$ cat config.mk
export PLATFORM = sky130hd
export DESIGN_NAME = frame_refill_timer
export DESIGN_NICKNAME = d
export VERILOG_FILES = /design/src/rtl/frt_pkg.sv /design/src/rtl/frt_period.sv /design/src/rtl/frt_request.sv /design/src/rtl/frt_counter.sv /design/src/rtl/frame_refill_timer.sv
export SDC_FILE = /design/constraint.sdc
export NUM_CORES = 1
export LEC_CHECK = 0
export BUFFER_PORTS_ARGS = -buffer_cell sky130_fd_sc_hd__buf_4
export CORE_AREA = 2 2 83 85
export DETAILED_ROUTE_END_ITERATION = 8
export DIE_AREA = 0 0 85 87
export GPL_TIMING_DRIVEN = 1
export MAX_ROUTING_LAYER = met4
export PLACE_DENSITY = 0.51
export SKIP_CTS_REPAIR_TIMING = 1
export SLEW_MARGIN = 20
export SYNTH_ARGS = -nofsm -noshare
export SYNTH_HDL_FRONTEND = slang
export SYNTH_SLANG_ARGS = --single-unit
$ cat constraint.sdc
create_clock -name clk -period 2.73 [get_ports clk]
set_input_delay 0.546 -clock clk [delete_from_list [all_inputs] [get_ports clk]]
set_output_delay 0.546 -clock clk [all_outputs]
set_load 0.1 [all_outputs]
$ cat src/rtl/frt_pkg.sv
// Shared types for the frame refill timer.
package frt_pkg;
    // Request handshake state: idle, or waiting for acknowledge or timeout.
    typedef enum logic {
        REQ_IDLE = 1'b0,
        REQ_WAIT = 1'b1
    } req_state_t;
endpackage

$ cat src/rtl/frt_period.sv
// Period counter: counts output clocks while armed and pulses expire on the
// last count of each period. Assumes PERIOD >= 2. Disarming clears the count.
module frt_period #(
    parameter int PERIOD = 131200
) (
    input  logic clk,
    input  logic rst_n,
    input  logic arm,
    output logic expire
);
    localparam int W = (PERIOD > 2) ? $clog2(PERIOD) : 1;
    localparam logic [W-1:0] LAST = W'(PERIOD - 1);

    logic [W-1:0] cnt;

    // Terminal count reached while armed.
    assign expire = arm && (cnt == LAST);

    // Advance the count; restart on disarm or at the end of a period.
    always_ff @(posedge clk) begin
        if (!rst_n)      cnt <= '0;
        else if (!arm)   cnt <= '0;
        else if (expire) cnt <= '0;
        else             cnt <= cnt + 1'b1;
    end
endmodule

$ cat src/rtl/frt_request.sv
// Request holder: a pending request is raised on expire and dropped by an
// acknowledge, by the timeout or by disarming. Also keeps the sticky overrun
// flag. Assumes TIMEOUT >= 1.
module frt_request
    import frt_pkg::*;
#(
    parameter int TIMEOUT = 16
) (
    input  logic clk,
    input  logic rst_n,
    input  logic arm,
    input  logic expire,
    input  logic ack,
    output logic pending,
    output logic overrun
);
    localparam int AW = (TIMEOUT > 2) ? $clog2(TIMEOUT) : 1;
    localparam logic [AW-1:0] AGE_LAST = AW'(TIMEOUT - 1);

    req_state_t      state;
    logic [AW-1:0]   age;
    logic            timeout;

    // The request has stayed up for its full timeout window.
    assign timeout = (state == REQ_WAIT) && (age == AGE_LAST);
    assign pending = (state == REQ_WAIT);

    // Request state: an expire wins over an acknowledge or a timeout.
    always_ff @(posedge clk) begin
        if (!rst_n)                                   state <= REQ_IDLE;
        else if (!arm)                                state <= REQ_IDLE;
        else if (expire)                              state <= REQ_WAIT;
        else if (state == REQ_WAIT && (ack || timeout)) state <= REQ_IDLE;
    end

    // Age of the current request; restarts on each new request.
    always_ff @(posedge clk) begin
        if (!rst_n)                 age <= '0;
        else if (!arm || expire)    age <= '0;
        else if (state == REQ_WAIT) age <= age + 1'b1;
        else                        age <= '0;
    end

    // Sticky overrun: a period ended with a request still outstanding.
    always_ff @(posedge clk) begin
        if (!rst_n)                          overrun <= 1'b0;
        else if (expire && state == REQ_WAIT) overrun <= 1'b1;
    end
endmodule

$ cat src/rtl/frt_counter.sv
// Wrapping event counter: adds one on each bump, and only reset clears it.
module frt_counter #(
    parameter int CNT_W = 16
) (
    input  logic             clk,
    input  logic             rst_n,
    input  logic             bump,
    output logic [CNT_W-1:0] count
);
    // Count the issued requests, wrapping naturally.
    always_ff @(posedge clk) begin
        if (!rst_n)    count <= '0;
        else if (bump) count <= count + 1'b1;
    end
endmodule

$ cat src/rtl/frame_refill_timer.sv
// Top of the frame refill interrupt timer. clk is the output pixel clock. A
// request is issued each PERIOD clocks while arm is high, with the first one
// coming one full period after arm rises. irq_n is the active-low request level.
module frame_refill_timer #(
    parameter int PERIOD  = 131200,
    parameter int TIMEOUT = 16,
    parameter int CNT_W   = 16
) (
    input  logic             clk,
    input  logic             rst_n,
    input  logic             arm,
    input  logic             irq_ack,
    output logic             irq_n,
    output logic             overrun,
    output logic [CNT_W-1:0] irq_count
);
    logic expire;
    logic pending;

    frt_period #(.PERIOD(PERIOD)) u_period (
        .clk    (clk),
        .rst_n  (rst_n),
        .arm    (arm),
        .expire (expire)
    );

    frt_request #(.TIMEOUT(TIMEOUT)) u_request (
        .clk     (clk),
        .rst_n   (rst_n),
        .arm     (arm),
        .expire  (expire),
        .ack     (irq_ack),
        .pending (pending),
        .overrun (overrun)
    );

    frt_counter #(.CNT_W(CNT_W)) u_count (
        .clk   (clk),
        .rst_n (rst_n),
        .bump  (expire),
        .count (irq_count)
    );

    // Drive the request line low while a request is pending.
    assign irq_n = ~pending;
endmodule

==> metrics.txt, run 1 <==
Distinct cells, synth=32; Util after Layout=34.08%; clk_lat worst skew=0.29 ns; Max Slew Vio Count=0; Die H=a little under 90 um; Slew @ Worst Pin=0.5282 ns; final net count=248; # IOs=22; Pwr Density=488.1 nW/um^2; buffers added on ports=21; WL final=around 4200 um; Critical Path RT=2.96 ns; WL/cell=approximately 13 um; vias in the first global route=~1.6k; antenna diode count=0; final instance area=~2200 sq um; largest net degree at the start of global routing=23; Tot GR Track Use=between 10% and 20%; Vias/cell=5.193; Die Wd=about 85 um; Clk pin slew, worst setup/hold paths=around 0.080 ns; CTS tree=built; Post-Syn Area=between 1500 and 2000 sq um; grt ovf=0; number of antenna violations at the first check in global routing=0; synth top area cells=dfxtp_1 42%, nand4_1 3.9%, or4_1 3.9%; Ys Warns=0; hold crit path type=flip-flop to flip-flop; top cell type's share of synthesized area=41.86%; Setup CP Type=flip-flop to flip-flop; Setup Skew=~0.011 ns; detailed-route via count=1,672; post-synth top area cell=dfxtp_1; average cell area after synthesis=8.541 sq um; Area growth syn-to-layout=17.00%; maxcap violations=0; DRT iter0 DRCs=33; Slew HR=around 64%; status=complete, no violations; RD Place Congestion=0.8177; Fillers=705; Post-synth EDFFs=0; Worst Setup End Kind=flip-flop; Starting Density=just under 30%; RSZ-0062 raised after global routing=false; clk buf depth=2; TritonCTS Buffers=5; Residual DRC=0; DIE AREA=around 7400 sq um; nature of the critical path startpoint=flip-flop; post-synthesis instance total=~220; final setup fails=0; crit path max fanout=22; Worst VDD drop=0.1822 mV; Lkg Pwr=0.7358 nW; fin crit share=82.62%; root buffer cell=clkbuf_8; HPWL Detailed=2988 um; global-route wire length before repair=7486 um; net count after synthesis=231; DR pass1 iterations=4; row cnt=30; sequential share of the synthesized area=a little over two fifths; H-tree Lvls=2; layout cell share with drive strength beyond 1=between 10 and 15%; DP Worst Slack=about 0.48 ns; CP Data Arrival Time=2.49 ns; total clock sinks=40; placed cell areas=2127 sq um; Routed Antenna Nets=0; fmax=0.4434 GHz; Post-synth top flop=dfxtp_1; #FFs+latches synth=40; minimum clock period=2.255 ns; final hold vios=0; Setup WS post-layout=0.4746 ns; Setup TNS Final=0 ns; asr flop ratio synth=0%; core area=6569 sq um
==> sequential cells by signal, summed over array words and instances (netlist names) <==
name / count
u_period.cnt: 18
u_request.pending: 1
u_request.overrun: 1
u_count.count: 16
u_request.age: 4
==> power by group <==
part	switching, mW	internal, mW	total (mW)
Sequential	0.000845	0.584	0.585
Combinational	0.0155	0.00657	0.0221
Clock	0.215	0.271	0.486
Total	0.231	0.861	1.09
==> area by class of cell <==
class	instances	area, sq um	area share [%]
Clock buffer	5	68.82	3.074
Sequential cell	40	800.8	35.77
Clock inverter	3	42.54	1.901
Multi-Input combinational cell	165	1031	46.06
Inverter	6	22.52	1.006
Tap cell	80	100.1	4.472
Timing Repair Buffer	23	172.7	7.714
==> cells in the mapped netlist, types with 5 or more instances <==
| master | instances |
|---|---|
| or4_1 | 10 |
| xor2_1 | 6 |
| dfxtp_1 | 40 |
| nor4_1 | 9 |
| and3_1 | 6 |
| nand3_1 | 12 |
| clkbuf_1 | 8 |
| nor3_1 | 7 |
| xnor2_1 | 8 |
| inv_1 | 6 |
| nand2b_1 | 7 |
| nor2_1 | 18 |
| mux2i_1 | 5 |
| nand2_1 | 17 |
| o31ai_1 | 9 |
| nand4_1 | 12 |
| a21oi_1 | 14 |
==> worst max-delay path, cell delays in order, from the launching register on <==
cell and delay, ns:
dfxtp_1 0.34, or4_1 0.55, or4_4 0.63, or4_1 0.54
a21oi_1 0.14
==> cell families (layout without fill, tap and decap cells) <==
family	Yosys count	after routing	synth area share [%]
muxes	5	5	2.616
DFF	40	40	41.86
and+or+nand+nor	110	110	31.98
xor gates and xnor gates	14	14	6.410
buffers and inverters	19	37	4.251
AOI/OAI and AO/OA	33	33	10.92
adders and majority gates	3	3	1.962
==> through the flow <==
step                      hold WS (ns)  power, mW  instances
after global routing            0.4842      1.143        322
after floorplan                 0.4132     0.6114        224
final                           0.4488      1.093        322
after CTS                       0.4564      1.118        322
after detailed placement        0.4429     0.6215        314
after global placement          0.4293     0.6214        314
==> per-layer routing <==
metal  vias to the layer above  GRT usage (%)  part of all wire, %
li1                        862              -                    -
met4                         0          3.896                  1.4
met1                       782          14.57                   47
met5                         -              -                    0
met3                         6          3.318                  3.9
met2                        22          21.80                   48
==> cells in the final DEF (no fill, tap or decap), types with 4 or more instances in the layout <==
cell,instances
o21ai_0,4
nand2b_1,7
clkbuf_8,5
dfxtp_1,40
xnor2_1,8
inv_1,6
or4_1,10
nor4_1,9
nand4_1,12
nor3_1,7
a21oi_1,14
and4_1,4
mux2i_1,5
o31ai_1,9
nand2_1,17
buf_4,23
nand3_1,12
nor2_1,18
and3_1,6
xor2_1,6
==> worst paths after layout <==
| check | from | to | slack [ns] | cells after the start |
|---|---|---|---|---|
| setup reg to reg | u_period.cnt[14] | u_count.count[8] | 0.47 | 4 |
| setup / recovery | u_period.cnt[14] | u_count.count[8] | 0.47 | 4 |
| hold reg to reg | u_period.cnt[0] | u_period.cnt[0] | 0.45 | 1 |
| hold / removal | u_period.cnt[0] | u_period.cnt[0] | 0.45 | 1 |
(Power assumes the default switching activity.)
==> inputs of run 2 (changes only) <==
==> constraint.sdc (replaced) <==
create_clock -name clk -period 2.2 [get_ports clk]
set_input_delay 0.44 -clock clk [delete_from_list [all_inputs] [get_ports clk]]
set_output_delay 0.44 -clock clk [all_outputs]
set_load 0.1 [all_outputs]
==> metrics.txt, run 2 (synthesis results as in run 1) <==
Critical Path Most Common Cell=or4_4; final setup fails=0 (unchanged); WL/cell=13.97 um (+6.4%); maxcap violations=0 (unchanged); total clock sinks=40 (unchanged); Worst Setup End Kind=flip-flop; Area growth syn-to-layout=24.98%; number of flip-flops under the largest register name=18 (unchanged); WL final=4723 um (+12%); hold crit path type=input port to flip-flop; DR pass1 iterations=4 (unchanged); Lkg Pwr=0.8123 nW (+10%); DP Worst Slack=-0.02039 ns (-0.4959 ns); vias in the first global route=1,582 (-2.5%); HPWL Detailed=3171 um (+6.1%); most common cell after layout, fill and taps aside=buf_4; crit path max fanout=6 (-73%); fin crit share=95.71% (+13 points); Slew @ Worst Pin=0.4916 ns (-0.03660 ns); global-route wire length before repair=7458 um (-0.37%); RSZ-0062 raised after global routing=false; final hold vios=0 (unchanged); Tot GR Track Use=13.27% (+0.56 points); crit-path max cell delay=0.55 ns (-0.08 ns); worst-path cell chain=or4_4 > or4_4 > or4_1 > a21oi_1; Vias/cell=5.275 (+1.6%); # IOs=22 (unchanged); Regs by FF count=u_period.cnt (18), u_count.count (16), u_request.age (4); clk_lat worst skew=0.30 ns (about the same); clk buf depth=2 (unchanged); minimum clock period=2.106 ns (-0.1498 ns); TritonCTS Buffers=5 (unchanged); Setup CP Type=flip-flop to flip-flop; Routed Antenna Nets=0 (unchanged); grt ovf=0 (unchanged); row cnt=30 (unchanged); Worst VDD drop=0.2893 mV (+59%); Setup WS post-layout=0.09441 ns (-0.3802 ns); Residual DRC=0 (unchanged); number of antenna violations at the first check in global routing=0 (unchanged); slowest cell on the critical path=or4_4; Final Power=1.271 mW (+16%); root buffer cell=clkbuf_8; largest net degree at the start of global routing=23 (unchanged); antenna diode count=0 (unchanged); Clk pin slew, worst setup/hold paths=0.08 ns (about the same); Max Slew Vio Count=0 (unchanged); Slew HR=66.92% (+2.5 points); status=complete, no violations; Starting Density=29.12% (unchanged); Critical Path RT=2.43 ns (-0.53 ns); Die Wd=85 um (unchanged); Reg with most FFs=u_period.cnt; RD Place Congestion=0.7371 (-9.9%); final net count=264 (+6.5%); nature of the critical path startpoint=flip-flop; DIE AREA=7395 sq um (unchanged); fmax=0.4749 GHz (+7.1%); H-tree Lvls=2 (unchanged); DRT iter0 DRCs=90 (+170%); layout cell share with drive strength beyond 1=22.48% (+8.4 points); Setup Skew=0.005363 ns (-0.005455 ns); Pwr Density=531.4 nW/um^2 (+8.9%); CTS tree=built; most frequent cells in the layout=36 x buf_4, 34 x dfxtp_1, 18 x nor2_1, 17 x nand2_1, 14 x a21oi_1; Die H=87 um (unchanged); CP Data Arrival Time=2.33 ns (-0.16 ns); Util after Layout=36.40% (+2.3 points); detailed-route via count=1,783 (+6.6%); buffers added on ports=21 (unchanged); core area=6569 sq um (unchanged)
==> run 2: cell count changes in the layout (fill, tap and decap cells not counted), sizes merged <==
cell      previous run  this run
buf                 23        37
bufinv               1         0
clkbuf               5         8
clkinv               1         0
clkinvlp             1         0
or4                 11        13
==> run 2: area by class of cell <==
| type | instances | area (sq um) |
|---|---|---|
| Sequential cell | 40 | 808.3 |
| Inverter | 6 | 22.52 |
| Clock buffer | 8 | 90.09 |
| Multi-Input combinational cell | 167 | 1080 |
| Tap cell | 80 | 100.1 |
| Timing Repair Buffer | 37 | 290.3 |
| Fill cell | 703 | 4178 |
==> run 2: worst paths after layout <==
path                          from  cells past startpoint                 to  slack [ns]
setup / recovery  u_period.cnt[14]                      4   u_count.count[6]        0.09
hold / removal                 arm                      2  u_request.pending        0.45
setup reg to reg  u_period.cnt[14]                      4   u_count.count[6]        0.09
hold reg to reg   u_request.age[0]                      1   u_request.age[0]        0.46
==> run 2: worst max-delay path: cells and delay by family (launching register included) <==
family          cells  cell delay, ns
compound gates      1            0.16
simple gates        3            1.57
flops               1            0.31
==> run 2: metal layers <==
| layer | vias to the layer above | track usage (%) | share of wire, % |
|---|---|---|---|
| li1 | 900 | - | - |
| met1 | 847 | 15.99 | 47 |
| met2 | 31 | 20.95 | 48 |
| met3 | 5 | 4.171 | 3.9 |
| met4 | 0 | 4.762 | 1.3 |
| met5 | - | - | 0 |
==> run 2: per-stage QoR <==
step	hold WS, ns	setup TNS [ns]	instances	instance area, sq um
floorplan	0.4132	0	224	1921
finish	0.4522	0	338	2391
global placement	0.4494	0	328	2252
CTS	0.4420	-0.1671	336	2342
detailed placement	0.4461	-0.06341	328	2252
global route	0.4424	0	338	2391
==> run 2: report_power, final <==
group | switching [mW] | total [mW] | internal [mW] | leakage (nW)
combinational | 0.0203 | 0.0321 | 0.0119 | 0.441
clock | 0.257 | 0.513 | 0.256 | 0.0455
sequential | 0.000821 | 0.726 | 0.725 | 0.325
total | 0.278 | 1.27 | 0.993 | 0.812
